## src/rtl/fpu_cc_seq.sv

```systemverilog
module fpu_cc_seq #(
  parameter int AW = 32,
  parameter int CW = 32,
  parameter logic [7:0] TRAP_VEC = 8'd7
) (
  input  logic          clk,
  input  logic          rst_n,
  input  logic          start,
  input  logic [1:0]    kind,
  input  logic          long_disp,
  input  logic [2:0]    trap_mode,
  input  logic [AW-1:0] orig_pc,
  input  logic [15:0]   disp_hi,
  input  logic [15:0]   disp_lo,
  input  logic [CW-1:0] cnt_in,
  input  logic          cond_true,
  input  logic          bsun_exc,
  output logic          done,
  output logic [AW-1:0] next_pc,
  output logic          taken,
  output logic          cnt_we,
  output logic [CW-1:0] cnt_out,
  output logic          set_we,
  output logic [7:0]    set_byte,
  output logic          trap_req,
  output logic [7:0]    trap_vec,
  output logic [AW-1:0] trap_pc,
  output logic [AW-1:0] iar
);
  localparam logic [1:0] K_BR = 2'd0, K_SET = 2'd1, K_DB = 2'd2, K_TRAP = 2'd3;

  logic [AW-1:0] pc2, d_short, d_long, t_size;
  logic [15:0]   dec;
  logic [AW-1:0] n_pc;
  logic          n_taken, n_cwe, n_swe, n_trap;

  assign pc2     = orig_pc + AW'(2);
  assign d_short = AW'($signed(disp_lo));
  assign d_long  = AW'($signed({disp_hi, disp_lo}));
  assign dec     = cnt_in[15:0] - 16'd1;

  always_comb begin
    case (trap_mode)
      3'b010:  t_size = AW'(2);
      3'b011:  t_size = AW'(4);
      default: t_size = '0;
    endcase
  end

  always_comb begin
    n_pc    = orig_pc;
    n_taken = 1'b0;
    n_cwe   = 1'b0;
    n_swe   = 1'b0;
    n_trap  = 1'b0;
    if (!bsun_exc) begin
      case (kind)
        K_BR: begin
          n_taken = cond_true;
          if (cond_true) n_pc = pc2 + (long_disp ? d_long : d_short);
          else           n_pc = pc2 + (long_disp ? AW'(4) : AW'(2));
        end
        K_SET: begin
          n_swe = 1'b1;
          n_pc  = pc2 + AW'(2);
        end
        K_DB: begin
          n_pc = pc2 + AW'(4);
          if (!cond_true) begin
            n_cwe = 1'b1;
            if (dec != 16'hFFFF) begin
              n_taken = 1'b1;
              n_pc    = pc2 + d_short;
            end
          end
        end
        default: begin
          n_pc   = pc2 + t_size;
          n_trap = cond_true;
        end
      endcase
    end
  end

  always_ff @(posedge clk) begin
    if (!rst_n) begin
      done     <= 1'b0;
      next_pc  <= '0;
      taken    <= 1'b0;
      cnt_we   <= 1'b0;
      cnt_out  <= '0;
      set_we   <= 1'b0;
      set_byte <= '0;
      trap_req <= 1'b0;
      trap_vec <= '0;
      trap_pc  <= '0;
      iar      <= '0;
    end else begin
      done     <= start;
      cnt_we   <= start & n_cwe;
      set_we   <= start & n_swe;
      trap_req <= start & n_trap;
      if (start) begin
        iar     <= orig_pc;
        next_pc <= n_pc;
        taken   <= n_taken;
        if (n_cwe) cnt_out  <= {cnt_in[CW-1:16], dec};
        if (n_swe) set_byte <= cond_true ? 8'hFF : 8'h00;
        trap_vec <= n_trap ? TRAP_VEC : 8'h00;
        trap_pc  <= n_trap ? orig_pc : '0;
      end
    end
  end
endmodule


```

## config.mk

```make
export PLATFORM = sky130hd
export DESIGN_NAME = fpu_cc_seq
export DESIGN_NICKNAME = d
export VERILOG_FILES = /design/src/rtl/fpu_cc_seq.sv
export SDC_FILE = /design/constraint.sdc
export NUM_CORES = 1
export LEC_CHECK = 0
export ABC_AREA = 1
export BUFFER_PORTS_ARGS = -buffer_cell sky130_fd_sc_hd__buf_2
export CELL_PAD_IN_SITES_DETAIL_PLACEMENT = 0
export CELL_PAD_IN_SITES_GLOBAL_PLACEMENT = 1
export CORE_UTILIZATION = 42
export DETAILED_ROUTE_END_ITERATION = 12
export PLACE_DENSITY = 0.95
export SYNTH_ARGS = -nofsm -noshare
export SYNTH_HDL_FRONTEND = slang
export SYNTH_SLANG_ARGS = --single-unit
export TNS_END_PERCENT = 30
```

## constraint.sdc

```tcl
create_clock -name clk -period 7.5 [get_ports clk]
set_clock_uncertainty 0.1 [all_clocks]
set_input_delay 1.5 -clock clk [delete_from_list [all_inputs] [get_ports clk]]
set_output_delay 1.5 -clock clk [all_outputs]
set_load 0.02 [all_outputs]
```

# After elaboration in Yosys (flattened, before gate mapping)
# Cells that the tools add are included.
word_totals:
  register_bits: 149
  output_inout_bits: 149
  word_cells: 53
classes:
  add_sub_neg: 8
  eq_ne: 5
  muxes: 22
  bitwise_logic: 3
  n_reduce_logical: 4
op_table:
  columns: ["op", "count"]
  rows:
  - ["$mux W32", 6]
  - ["$add A32 B32 Y32", 3]
  - ["$pmux W32 S3", 1]
  - ["$add A32 B2 Y32 const B", 2]
  - ["$add A32 B3 Y32", 1]
  - ["$add A32 B3 Y32 const B", 1]
  - ["$ne A16 B16 Y1 const B", 1]
  - ["$sub A16 B1 Y16 const B", 1]
  - ["$mux W1", 10]
  - ["$mux W8", 1]
  - ["$eq A3 B2 Y1 const B", 2]
  - ["$mux W3", 2]
  - ["$pmux W3 S2", 1]
  - ["$reduce_and A2 Y1", 2]
  - ["$and A1 B1 Y1", 3]
  - ["$reduce_or A3 Y1", 1]
  - ["$eq A2 B1 Y1 const B", 1]
  - ["$eq A2 B2 Y1 const B", 1]
  - ["$logic_not A2 Y1", 1]
  - ["$pmux W1 S2", 1]

# Longest topological paths before layout
logic_depth:
  word_depth: 6
  ltp_mapped: 27

# Worst setup path before layout
# OpenSTA, ideal clock, no wires.
synth_timing:
  kind: "input port to flip-flop"
  start: "in cond_true"
  end: "reg next_pc[20]"
  setup_time_ps: 112
  arrival_ps: 4091
  path_slack_ps: 3196
  stages: 20
  n_path_buf: 2
  path_cell_list: "clkbuf_1 > inv_2 > clkbuf_1 > nand2_1 > o21ai_0 > inv_1 > fa_1 > nand2_1 > nand2_1 > o21ai_0 > o21ai_0 > a21oi_1 > o21ai_0 > a21o_1 > nor2_1 > nor2_1 > nor2_1 > nand2_1 > nand2_1 > nand2_1"
synth_via:
  elab_chain_len: 3
  elab_cells_between_ends: 4
  cone_classes: "mux (4)"
synth_lines:
  columns: ["item", "line_no", "source"]
  rows:
  - ["from (decl)", "16", "input logic cond_true,"]
  - ["$mux W32, on equally long branches", "69, 60", null]
  - ["$pmux W32 S3 *", "57", "case (kind)"]
  - ["$mux W32 *", "56", "if (!bsun_exc) begin"]
  - ["to (signal assigned)", "105", "next_pc <= n_pc;"]
  - ["to (decl)", "19", "output logic [AW-1:0] next_pc,"]
# Every way passes the cells marked *; elsewhere a longest branch is shown, timed or not.
# A chain may end at the register's enable or synchronous reset.

# Worst setup path after layout
layout_timing:
  start: "in orig_pc[10]"
  end: "reg next_pc[29]"
layout_via:
  elab_chain_len: 6
  elab_cells_between_ends: 12
  cone_classes: "add/sub (7); mux (5)"
layout_lines:
  columns: ["item", "line_no", "source"]
  rows:
  - ["from (decl)", "12", "input logic [AW-1:0] orig_pc,"]
  - ["$add A32 B2 Y32 *", "37", "assign pc2 = orig_pc + AW'(2);"]
  - ["$add A32 B3 Y32 or $add A32 B32 Y32 (tied branches)", "68, 73", null]
  - ["$mux W32", "71", "if (dec != 16'hFFFF) begin"]
  - ["$mux W32", "69", "if (!cond_true) begin"]
  - ["$pmux W32 S3 *", "57", null]
  - ["$mux W32 *", "56", null]
# Marks and branches as above.

==> results.md <==
* Status: complete, no violations
* Hold_sp: iar[7]
* Post-Place Cells at between 2,000 and 3,000
* Final worst slack at between 2 and 2.5 ns
* Final period util at 70.3%
* Ratio of cells with drive above 1 in the final layout at approximately 16%
* Final core utilization at 49.8%
* Longest Clk Path Bufs at 2
* Global-route usage over all layers at between 30% and 40%
* Reg2reg setup slack at between 6 and 7 ns
* Max-slew violation count at 0
* Top cells by area, synth: dfxtp_1, nand2_1, nor2_1
* Worst reg2reg startpoint: set_byte[6]
* Crit end category: flip-flop
* Die ar. at around 0.031 mm2
* Grt ovf at 0
* Non-filler cells, final at approximately 2,800
* Routability cong. at 1.01
* Number of global-route vias before repair at about 14,000
* CTS Buf Count at 17
* Num ports at ~260
* Post-Synthesis Cells at between 2,000 and 2,500
* Top post-synthesis cells by count: nand2_1, nor2_1, inv_1
* CTS resizes at 0
* Clk slew on worst S/H paths at about 0.06 ns
* Cell area power density at about 160 mW/mm2
* Multi-input logic area at about 0.0089 mm2
* Slew headroom at 31.7%
* Post-synth top area cell: dfxtp_1
* Clock sinks at between 100 and 150
* Global-route wire length before repair at approximately 85 mm
* Hpwl dp at 47.7 mm
* RSZ-0062 raised after global routing: false
* Fin area at between 0.01 and 0.015 mm2
* Fin Setup TNS at 0 ns
* Slew @ Worst Pin at ~1.0 ns
* Worst Reg-to-Reg Cells at 2
* Design Power at 2.41 mW
* Fillers at about 3,200
* Core area at 0.0298 mm2
* Worst Hold Path EP: iar[7]
* Number of iterations in the first detailed-routing pass at 6
* CTS tree: yes
* Synth cell types at roughly 50
* Antenna Nets Post-Route at 0
* Final setup vio count at 0
* Antenna violations before repair at 0
* Synthesis-to-layout area growth at 16.0%
* Min Tclk post-route at around 5.3 ns
* DIE WIDTH at 177 um
* Via Count at around 16,000
* Synth top area share at between 20% and 30%
* Synth Area per Inst at 5.87 um2
* Clk_lat worst skew at between 0.4 and 0.5 ns
* FF/Latch Area at 0.00270 mm2
* Antenna cells at 0
* Crit Path Class: in -> reg
* Residual DRC at 0
* # H-tree levels at 4
* Hold Crit Depth at 2
* Fin Hold WS at around 0.34 ns
* #FFs+latches synth at between 100 and 150
* Root buffer cell: clkbuf_16
* Final wirelength at a little under 60 mm
* Most used DFF post-synth: dfxtp_1
* CP Max Fanout at 7
* Synth async-reset ratio at 0%
* Initial drt markers at between 1,000 and 1,500
* Initial core utilization at between 40% and 50%
* Arrival time worst endpoint at roughly 5.6 ns
* Mapped Area at approximately 0.013 mm2
* Nets at between 2,000 and 3,000
* Setup bufs post-CTS at 0
* Vias per cell at between 5 and 6
* Routed len/inst at slightly above 20 um
* Worst Path Required at ~7.8 ns
* Most numerous cell in the Yosys netlist: nand2_1
* Leak Pwr at roughly 7.5 nW
* Worst vdd rail ir drop at 0.146 mV
* Largest net degree at the start of global routing at 66
* Reg2reg end: set_byte[6]
* Final Hold Vio Count at 0
* Post-synth EDFFs at 0
* Max cap viols at 0
* Worst slack, placed at 1.91 ns
* Sequential share of the synthesized area at 21.1%
* Hold_buf cts at 0
* Worst hold path type: reg -> reg
* F_max at between 150 and 200 MHz
* Cell Rows at 63
* CP startpoint kind: primary input
* Dpl cell area at ~0.014 mm2
* Die span in y at 177 um
* Buffers on Ports at 250
* Syn. warnings at 0
## cell usage in the layout, fill, tap and decap left out, types with 3 or more instances in the layout
| cell type | Yosys | routed |
|---|---|---|
| nand2_1 | 700 | 700 |
| buf_2 | 7 | 250 |
| nor2_1 | 246 | 243 |
| inv_1 | 205 | 205 |
| nand3_1 | 145 | 145 |
| o21ai_0 | 140 | 140 |
| dfxtp_1 | 135 | 135 |
| a21oi_1 | 127 | 127 |
| ha_1 | 73 | 73 |
| xor2_1 | 47 | 47 |
| nand2_2 | 32 | 32 |
| nand4_1 | 31 | 31 |
| nor2_2 | 24 | 25 |
| nor3_1 | 21 | 21 |
| nor2_4 | 16 | 18 |
| a211oi_1 | 17 | 17 |
| clkbuf_16 | 0 | 17 |
| xnor2_1 | 16 | 16 |
| a21o_1 | 14 | 14 |
| o21bai_1 | 11 | 11 |
| o21ai_1 | 11 | 11 |
| o211ai_1 | 11 | 11 |
| nand3b_1 | 10 | 10 |
| inv_2 | 9 | 9 |
| or2_2 | 8 | 8 |
| a31oi_1 | 8 | 8 |
| o31ai_1 | 7 | 7 |
| clkinv_1 | 6 | 6 |
| buf_4 | 18 | 6 |
| o21a_1 | 5 | 5 |
| conb_1 | 1 | 5 |
| inv_6 | 0 | 5 |
| nand3_2 | 4 | 4 |
| nor4_1 | 3 | 3 |
| fa_1 | 3 | 3 |
| clkinv_4 | 0 | 3 |
## worst max-delay path by stage
| stage | startpoint | end | slack [ns] | cells after the start |
|---|---|---|---|---|
| finish | orig_pc[10] | next_pc[29] | 2.23 | 21 |
| global route | orig_pc[4] | next_pc[29] | 2.07 | 22 |
| CTS | orig_pc[10] | next_pc[29] | 2.37 | 21 |
| detailed placement | orig_pc[10] | next_pc[29] | 1.91 | 21 |
| global placement | orig_pc[4] | next_pc[29] | 1.94 | 21 |
| floorplan | cond_true | next_pc[20] | 3.20 | 20 |
## metal layers
layer,up-vias,routed length [um],global-route usage (%)
met1,7285,24600,47.5
li1,7461,-,-
met5,-,0,0
met4,0,2920,17.5
met3,136,4600,6.01
met2,776,25700,58.0
## where the power goes
part           internal [mW]  total, mW  switching [mW]
logic                  0.230      0.792           0.562
clock network          0.497      0.854           0.357
registers              0.748      0.765          0.0175
## registers in the layout, summed over array words and instances, names as in the netlist
signal    count
trap_req      1
set_byte      1
trap_vec      1
set_we        1
iar          32
taken         1
next_pc      32
done          1
trap_pc      32
cnt_out      32
cnt_we        1
## logic make-up (layout without fill, tap and decap cells)
logic type / Yosys count / after routing / synth area share [%]
other: 1 / 5 / 0.0293
buffers and inverters: 295 / 508 / 9.25
and+or+nand+nor: 1247 / 1247 / 41.9
adders and majority gates: 76 / 76 / 7.61
AOI/OAI and AO/OA: 361 / 361 / 15.7
xor gates and xnor gates: 63 / 63 / 4.31
DFF: 135 / 135 / 21.1
## worst max-delay path, cell delays in order
cell	delay, ns
buf_2	0.21
nand2_2	0.12
nor2_2	0.17
nand2_1	0.09
nor2_1	0.20
nand2_1	0.07
nand2_1	0.18
inv_1	0.20
ha_1	0.43
nand2_1	0.18
nor2_1	0.19
nand2_1	0.06
o21ai_0	0.66
nand3_1	0.29
nand3_1	0.17
nand4_1	0.23
nand2_1	0.14
nand2_1	0.06
nand3_1	0.23
nand2_1	0.09
nand2_1	0.07
## layout make-up
type,instances,area share (%)
well taps,390,3.29
clock buffers,18,2.89
inverters,220,5.56
multi-input cells,1752,60.2
repair buffers,256,8.73
clock inverters,14,1.09
flip-flops and latches,135,18.2
Power figures use the tool's default switching activity.
